## src/rtl/plane_scanner_pkg.sv

```systemverilog
// Shared types for the bit-plane scanner.
package plane_scanner_pkg;
    // Scan sequencer states: idle, row capture, group output
    typedef enum logic [1:0] {
        SC_IDLE  = 2'd0,
        SC_LATCH = 2'd1,
        SC_EMIT  = 2'd2
    } scan_state_t;
endpackage

```

## src/rtl/row_line_decoder.sv

```systemverilog
// Row-enable decoder: turns a binary row address into one-hot enable lines.
// Assumes addr is below LINES; all lines stay low while en is low.
module row_line_decoder #(
    parameter int LINES  = 64,
    parameter int ADDR_W = $clog2(LINES)
) (
    input  logic              en,
    input  logic [ADDR_W-1:0] addr,
    output logic [LINES-1:0]  lines
);
    // One comparator per enable line
    for (genvar i = 0; i < LINES; i++) begin : g_line
        assign lines[i] = en && (addr == ADDR_W'(i));
    end
endmodule

```

## src/rtl/row_sense_latch.sv

```systemverilog
// Row-wide sense latch: captures all active-low read lines of a row at once,
// stores the recovered (inverted) bits and steers one group to the output.
// Assumes sel is below the group count.
module row_sense_latch #(
    parameter int COLS   = 64,
    parameter int WORD_W = 16,
    parameter int GROUPS = COLS / WORD_W,
    parameter int SEL_W  = $clog2(GROUPS)
) (
    input  logic              clk,
    input  logic              rst_n,
    input  logic              capture,
    input  logic [COLS-1:0]   line_n,
    input  logic [SEL_W-1:0]  sel,
    output logic [WORD_W-1:0] word
);
    logic [COLS-1:0]   bits_q;
    logic [WORD_W-1:0] grp_words [GROUPS];

    // Capture the whole row; a pulled-down line is a stored one
    always_ff @(posedge clk) begin
        if (!rst_n) begin
            bits_q <= '0;
        end else if (capture) begin
            bits_q <= ~line_n;
        end
    end

    // Slice the latch into column groups, lowest column at bit 0
    for (genvar g = 0; g < GROUPS; g++) begin : g_grp
        assign grp_words[g] = bits_q[g*WORD_W +: WORD_W];
    end

    // Column-group multiplexer
    assign word = grp_words[sel];

    // output group after a capture equals the inverted sampled lines
    p_invert_r4: assert property (@(posedge clk) disable iff (!rst_n)
        capture && sel == '0 |=> ((sel != '0) || (word == ~$past(line_n[WORD_W-1:0]))));
endmodule

```

## src/rtl/scan_sequencer.sv

```systemverilog
// Scan sequencer: walks the rows upward from 0, spending one capture cycle
// and GROUPS output cycles on each row, then pulses done for one cycle.
// Assumes start is a level sampled each cycle; ignored unless idle.
module scan_sequencer
    import plane_scanner_pkg::*;
#(
    parameter int ROWS   = 64,
    parameter int GROUPS = 4,
    parameter int ROW_AW = $clog2(ROWS),
    parameter int GRP_W  = $clog2(GROUPS)
) (
    input  logic              clk,
    input  logic              rst_n,
    input  logic              start,
    output logic [ROW_AW-1:0] row,
    output logic [GRP_W-1:0]  grp,
    output logic              latch_en,
    output logic              valid,
    output logic              busy,
    output logic              done
);
    localparam logic [ROW_AW-1:0] ROW_LAST = ROW_AW'(ROWS - 1);
    localparam logic [GRP_W-1:0]  GRP_LAST = GRP_W'(GROUPS - 1);

    scan_state_t state_q;
    logic [ROW_AW-1:0] row_q;
    logic [GRP_W-1:0]  grp_q;
    logic              done_q;

    // State, row and group progression with the completion pulse
    always_ff @(posedge clk) begin
        if (!rst_n) begin
            state_q <= SC_IDLE;
            row_q   <= '0;
            grp_q   <= '0;
            done_q  <= 1'b0;
        end else begin
            done_q <= 1'b0;
            case (state_q)
                SC_IDLE: begin
                    if (start) begin
                        state_q <= SC_LATCH;
                        row_q   <= '0;
                        grp_q   <= '0;
                    end
                end
                SC_LATCH: begin
                    state_q <= SC_EMIT;
                    grp_q   <= '0;
                end
                SC_EMIT: begin
                    if (grp_q == GRP_LAST) begin
                        grp_q <= '0;
                        if (row_q == ROW_LAST) begin
                            state_q <= SC_IDLE;
                            done_q  <= 1'b1;
                        end else begin
                            row_q   <= row_q + 1'b1;
                            state_q <= SC_LATCH;
                        end
                    end else begin
                        grp_q <= grp_q + 1'b1;
                    end
                end
                default: state_q <= SC_IDLE;
            endcase
        end
    end

    // Decode state into control outputs
    assign latch_en = (state_q == SC_LATCH);
    assign valid    = (state_q == SC_EMIT);
    assign busy     = (state_q != SC_IDLE);
    assign done     = done_q;
    assign row      = row_q;
    assign grp      = grp_q;

    // completion is a single-cycle pulse and the block is idle then
    p_done_pulse_r8: assert property (@(posedge clk) disable iff (!rst_n)
        done |=> !done);
    p_done_idle_r8: assert property (@(posedge clk) disable iff (!rst_n)
        done |-> !busy);
    // a scan cannot be cut short or restarted before its last row
    p_no_restart_r9: assert property (@(posedge clk) disable iff (!rst_n)
        busy && row != ROW_LAST |=> busy && row >= $past(row));
    // groups step by one within a row
    p_group_step_r5: assert property (@(posedge clk) disable iff (!rst_n)
        valid && grp != GRP_LAST |=> valid && grp == $past(grp) + 1'b1);
    // every capture cycle is followed by the first group of that row
    p_capture_then_emit_r7: assert property (@(posedge clk) disable iff (!rst_n)
        latch_en |=> valid && grp == '0 && row == $past(row));
endmodule

```

## src/rtl/plane_scanner.sv

```systemverilog
// Bit-plane readout scanner top: sequences rows, drives one-hot row enables,
// captures each row's active-low read lines and outputs it as column groups.
// Assumes the array drives line_n_i combinationally from the enabled row.
module plane_scanner #(
    parameter int ROWS   = 64,
    parameter int COLS   = 64,
    parameter int WORD_W = 16,
    localparam int GROUPS = COLS / WORD_W,
    localparam int ROW_AW = $clog2(ROWS),
    localparam int GRP_W  = $clog2(GROUPS)
) (
    input  logic              clk,
    input  logic              rst_n,
    input  logic              start_i,
    input  logic [COLS-1:0]   line_n_i,
    output logic              busy_o,
    output logic              done_o,
    output logic [ROW_AW-1:0] row_addr_o,
    output logic [ROWS-1:0]   row_en_o,
    output logic [GRP_W-1:0]  col_sel_o,
    output logic              word_valid_o,
    output logic [WORD_W-1:0] word_data_o
);
    logic latch_en;

    // Row and group sequencing
    scan_sequencer #(.ROWS(ROWS), .GROUPS(GROUPS)) u_seq (
        .clk      (clk),
        .rst_n    (rst_n),
        .start    (start_i),
        .row      (row_addr_o),
        .grp      (col_sel_o),
        .latch_en (latch_en),
        .valid    (word_valid_o),
        .busy     (busy_o),
        .done     (done_o)
    );

    // Row-enable line generation
    row_line_decoder #(.LINES(ROWS)) u_dec (
        .en    (latch_en),
        .addr  (row_addr_o),
        .lines (row_en_o)
    );

    // Row capture and column-group steering
    row_sense_latch #(.COLS(COLS), .WORD_W(WORD_W)) u_latch (
        .clk     (clk),
        .rst_n   (rst_n),
        .capture (latch_en),
        .line_n  (line_n_i),
        .sel     (col_sel_o),
        .word    (word_data_o)
    );

    // enables are one-hot on the addressed row while not outputting
    p_row_en_r3: assert property (@(posedge clk) disable iff (!rst_n)
        (row_en_o != '0) |-> ($countones(row_en_o) == 1 && row_en_o[row_addr_o]
                              && !word_valid_o && busy_o));
    p_row_en_quiet_r3: assert property (@(posedge clk) disable iff (!rst_n)
        word_valid_o || !busy_o |-> row_en_o == '0);
    // a new row starts only after the previous row's last group
    p_row_order_r6: assert property (@(posedge clk) disable iff (!rst_n)
        busy_o && $past(busy_o) && row_addr_o != $past(row_addr_o)
        |-> row_addr_o == $past(row_addr_o) + 1'b1);
endmodule

```

## config.mk

```make
export PLATFORM = sky130hd
export DESIGN_NAME = plane_scanner
export DESIGN_NICKNAME = d
export VERILOG_FILES = /design/src/rtl/plane_scanner_pkg.sv /design/src/rtl/row_line_decoder.sv /design/src/rtl/row_sense_latch.sv /design/src/rtl/scan_sequencer.sv /design/src/rtl/plane_scanner.sv
export SDC_FILE = /design/constraint.sdc
export NUM_CORES = 1
export LEC_CHECK = 0
export BUFFER_PORTS_ARGS = -buffer_cell sky130_fd_sc_hd__buf_4
export CAP_MARGIN = 10
export CORE_MARGIN = 1
export CORE_UTILIZATION = 43
export CTS_BUF_LIST = sky130_fd_sc_hd__clkbuf_8
export CTS_CLUSTER_DIAMETER = 50
export CTS_CLUSTER_SIZE = 20
export DETAILED_ROUTE_END_ITERATION = 10
export PLACE_DENSITY = 0.76
export SLEW_MARGIN = 20
export SYNTH_ARGS = -nofsm -noshare
export SYNTH_HDL_FRONTEND = slang
export SYNTH_SLANG_ARGS = --single-unit
```

## constraint.sdc

```tcl
create_clock -name clk -period 1.9 [get_ports clk]
set_clock_uncertainty 0.1 [all_clocks]
set_input_delay 0.38 -clock clk [delete_from_list [all_inputs] [get_ports clk]]
set_output_delay 0.38 -clock clk [all_outputs]
set_load 0.1 [all_outputs]
```

### Word level (Yosys, flattened, before mapping)

Index checks and enable logic that the tools add are counted.
W data, S select, Z words.

* register bits after elaboration: 75
* output and inout bits: 91
* logic and storage cells: 167

* add/subtract/negate cells: 2
* $lt $le $gt $ge: 1
* equal/unequal tests: 69
* muxes and demuxes: 15
* bitwise gates (word level): 2
* reduce and logical (&&, ||, !) cells: 73

Operators by type and width (number)
* $eq A6 B6 Y1 const B: 32
* $eq A6 B5 Y1 const B: 16
* $logic_and A1 B1 Y1: 64
* $not A64 Y64: 1
* $eq A6 B4 Y1 const B: 8
* $bmux W16 S2: 1
* $mux W16: 2
* $eq A6 B3 Y1 const B: 4
* $mux W6: 3
* $eq A6 B2 Y1 const B: 2
* $pmux W2 S3: 2
* $pmux W6 S2: 1
* $mux W2: 4
* $add A6 B1 Y6 const B: 1
* $eq A6 B1 Y1 const B: 1
* $logic_not A6 Y1: 1
* $eq A2 B2 Y1 const B: 2
* $ne A2 B2 Y1 const B: 2
* $reduce_and A2 Y1: 2
* $reduce_and A4 Y1: 1
* $reduce_bool A2 Y1: 2
* $ge A3 B3 Y1 const B: 1
* $not A2 Y3: 1
* $reduce_and A3 Y1: 1
* 6 further kinds: 7

### Depth between registers and ports, before layout

* depth in word-level cells: 4
* depth in mapped cells: 7

### Hierarchy

Synthesis repeated with hierarchy kept, for this count alone.

* cells, all modules: 399
* area, all modules: 3757.4 um^2

By module, submodules not included
* row_sense_latch: instances 1, cells an instance 233, area an instance 2682.6 um^2, seq. area each 1281.2 um^2
* scan_sequencer: instances 1, cells an instance 73, area an instance 605.6 um^2, seq. area each 220.2 um^2
* row_line_decoder: instances 1, cells an instance 93, area an instance 469.2 um^2, seq. area each 0.0 um^2

### Worst setup path before layout

Ideal clock, no wire load.

* path type: register -> output
* start point: register u_seq.row_q[1], in the netlist u_seq.row[1]
* end point: output row_en_o[31]
* arrival time: 2.965 ns
* data required time: 1.420 ns
* path slack: -1.545 ns
* cell stages (with the launch flop): 5
* path buffers: 1
* cell sequence: dfxtp_1 > ha_1 > clkbuf_1 > nand3_1 > nor2_1

* cells in the longest elaborated chain, start to end: 2

RTL lines
* start: declaration: line scan_sequencer.sv:26 `logic [ROW_AW-1:0] row_q;`
* start signal: assignment: line scan_sequencer.sv:58 `row_q <= row_q + 1'b1;`
* $eq A6 B5 Y1: line row_line_decoder.sv:13 `assign lines[i] = en && (addr == ADDR_W'(i));`
* $logic_and A1 B1 Y1: line row_line_decoder.sv:13
* end: declaration: line plane_scanner.sv:19 `output logic [ROWS-1:0] row_en_o,`

Every way passes these cells.

### Worst setup path in the final report

* start point: register u_seq.state_q[1]
* end point: output row_en_o[1]

* cells in the longest elaborated chain, start to end: 2

RTL lines
* start: declaration: line scan_sequencer.sv:25 `scan_state_t state_q;`
* start signal: assignment: line scan_sequencer.sv:33 `state_q <= SC_IDLE;`
* start signal: assignment: line scan_sequencer.sv:42 `state_q <= SC_LATCH;`
* start signal: assignment: line scan_sequencer.sv:48 `state_q <= SC_EMIT;`
* $eq A2 B1 Y1: line scan_sequencer.sv:71 `assign latch_en = (state_q == SC_LATCH);`
* $logic_and A1 B1 Y1: line row_line_decoder.sv:13

Every way passes these cells.

==> results by group <==
Outcome
  • Status: finished with violations
  • Violated checks: negative setup slack

Clock tree
  • Clock Tree Buf Depth: 2
  • TritonCTS clock tree: done
  • Num CTS Buffers: 9
  • Clk root buf: clkbuf_8
  • CTS Hold Bufs: 0
  • H-Tree Depth: 3
  • Clk pin slew, worst setup/hold paths: 0.09 ns
  • Sink Count: 75
  • Worst-Skew Late Latency: 0.35 ns

Drt
  • Post-route ant nets: 0
  • DR pass1 iterations: 5
  • Residual DRC count: 0
  • Wire per inst: 23.9 um
  • Vias per Instance: 6.02
  • Detailed Route WL: 16100 um
  • Vias: 4072
  • DR iter-0 viols: 253

Timing
  • Period Utilization, post-route: 1.26
  • Final-report max-slew violation count: 0
  • TNS Setup: -28.65 ns
  • Peak Freq: 418 MHz
  • Measured slew at the worst slew-check pin: 0.699 ns
  • Final Hold Slack: 0.183 ns
  • Tmin final: 2.39 ns
  • RSZ-0062 raised after global routing: yes
  • Slew margin rel.: 0.534
  • Final setup viols: 111
  • Final worst slack: -0.492 ns
  • Final Hold Fails: 0

Floorplan
  • Die area: 8860 um^2
  • Die Ht: 94.1 um
  • Core box area: 8220 um^2
  • Boundary Pins: 158
  • Starting Density: 0.444
  • Row count: 33
  • Die Width: 94.1 um

Yosys
  • Cell Area, Synth: 3650 um^2
  • Ys flop type: dfxtp_1
  • Yosys warns: 0
  • Synth area leaders: dfxtp_1, o211a_1, mux4_2, nand2_1, nor2_1
  • Netlist cell types: 38
  • Share of the synthesized area in the top cell type: 0.412
  • Syn nets: 472
  • FFs w/ async S/R, synth: 0
  • Sequential area share after synthesis: 0.412
  • Avg Synthesized Cell Area: 9.12 um^2
  • Synth Instances: 400
  • Number of synthesized flops with an enable pin: 0
  • #FFs+latches synth: 75
  • Largest area contributor in the netlist: dfxtp_1

Setup path
  • FF-to-FF path depth: 5
  • Worst Setup End Kind: primary output
  • R2R setup slack: -0.17 ns
  • Crit start category: register
  • Critical Path Fanout Max: 8
  • Crit path arrival time: 1.91 ns
  • Reg-to-Reg Start: u_seq.state_q[1]
  • Reg2reg end: u_latch.bits_q[52]
  • CP required: 1.42 ns
  • Worst setup path start: u_seq.state_q[1]
  • Critical path type: reg2out

Min path
  • Hold crit path type: in2reg
  • Hold path start: line_n_i[42]
  • Hold EP: u_latch.bits_q[42]
  • Hold depth: 3

Power and ir drop
  • VDD IR max: 508 uV
  • Cell area power density: 565 nW/um^2
  • Cell leakage power: 3.26 nW

Finish
  • Commonest non-fill, non-tap cell in the layout: buf_4
  • Share of cells above drive strength 1: 0.588
  • Layout Nets: 638
  • Most frequent cells in the layout: buf_4, buf_12, nand2_1
  • Antenna Diode Count: 0
  • Layout Cells excl Fill: 676
  • Final Cell Area: 7050 um^2
  • Area growth, synth to finish: 93.3%

Global routing
  • All-Layer GR Usage: 0.356
  • Largest net degree at the start of global routing: 72
  • Total grt overflow: 0
  • Global-route wire length before repair: 23300 um
  • Initial antenna violation count: 0
  • Vias in the first global route: 4154

Placed design
  • Placed insts: 645
  • Post-DP HPWL: 7510 um
  • Routability Congestion: 0.784
  • Dpl cell area: 5640 um^2
  • IO Port Bufs: 157

Job
  • Max Cap Viol: 0
==> layer usage <==
metal	global-route usage	vias up	part of all wire
li1	-	1741	-
met1	0.364	1979	0.34
met4	0.244	0	0.078
met3	0.103	101	0.072
met2	0.626	251	0.51
met5	0	-	0
==> per-stage QoR <==
| step | total power, W | worst slack, ns | util |
|---|---|---|---|
| detailed placement | 0.00260 | -0.0940 | 0.686 |
| CTS | 0.00392 | -0.389 | 0.847 |
| floorplan | 0.00237 | -0.615 | - |
| global placement | 0.00258 | -0.0786 | 0.686 |
| global route | 0.00411 | -0.540 | 0.858 |
| finish | 0.00398 | -0.492 | 0.858 |
==> worst max-delay path, stage by stage, from the launching register on <==
cell and delay (ns):
dfxtp_2 0.33, and2b_4 0.24, or3b_4 0.42, buf_12 0.18
nor2_4 0.17, buf_12 0.20
==> cells in the mapped netlist (2+ instances only) <==
master	n
buf_1	2
nor2b_1	4
clkbuf_1	16
buf_4	2
nand2_1	83
buf_2	18
nand2b_1	2
dfxtp_1	75
a21boi_0	2
inv_1	3
a21o_1	2
nor2_1	67
o211a_1	64
o21a_1	2
nand3_1	6
and3_1	4
o22ai_1	3
ha_1	5
nand3b_1	4
mux4_2	16
o21ai_0	3
==> layout make-up <==
class / instances / area [um^2]
multi-input combinational: 283 / 2620
timing repair buffer: 194 / 2550
sequential: 75 / 1530
fill: 366 / 1160
tap: 105 / 131
clock buffer: 9 / 124
clock inverter: 7 / 76.3
inverter: 3 / 13.8
==> state kept, by name (all words and copies together), names as in the netlist <==
name            count
u_seq.grp           2
u_latch.bits_q     64
u_seq.state_q       2
u_seq.row           6
u_seq.done          1
==> repair_timing <==
item	CTS	global route
buffers inserted	10	2
cloned	2	1
endpoints found under the setup margin	113	117
gates resized for setup	239	13
pin swaps	2	12
==> cell families (layout without fill, tap and decap cells) <==
kind of cell,count (synthesis),in the layout,share of synthesized area
AND/OR/NAND/NOR,180,180,0.208
AO/OA/AOI/OAI,81,81,0.208
flip-flops,75,75,0.412
buffers and inverters,42,213,0.0535
multiplexers,17,17,0.102
adder cells (fa/ha/maj),5,5,0.0171
==> how the worst max path moves through the flow <==
| stage | slack [ns] | to |
|---|---|---|
| detailed placement | -0.09 | row_en_o[13] |
| global route | -0.54 | row_en_o[1] |
| global placement | -0.08 | row_en_o[2] |
| floorplan | -0.61 | row_en_o[16] |
| CTS | -0.39 | row_en_o[13] |
| finish | -0.49 | row_en_o[1] |
==> where the power goes <==
part / switching, W / internal [W] / total, W
clock network: 0.000658 / 0.000618 / 0.00128
registers: 0.0000734 / 0.00167 / 0.00175
logic: 0.000565 / 0.000394 / 0.000959
total: 0.00130 / 0.00269 / 0.00398
Note: power is estimated with default switching activity, not from simulation.
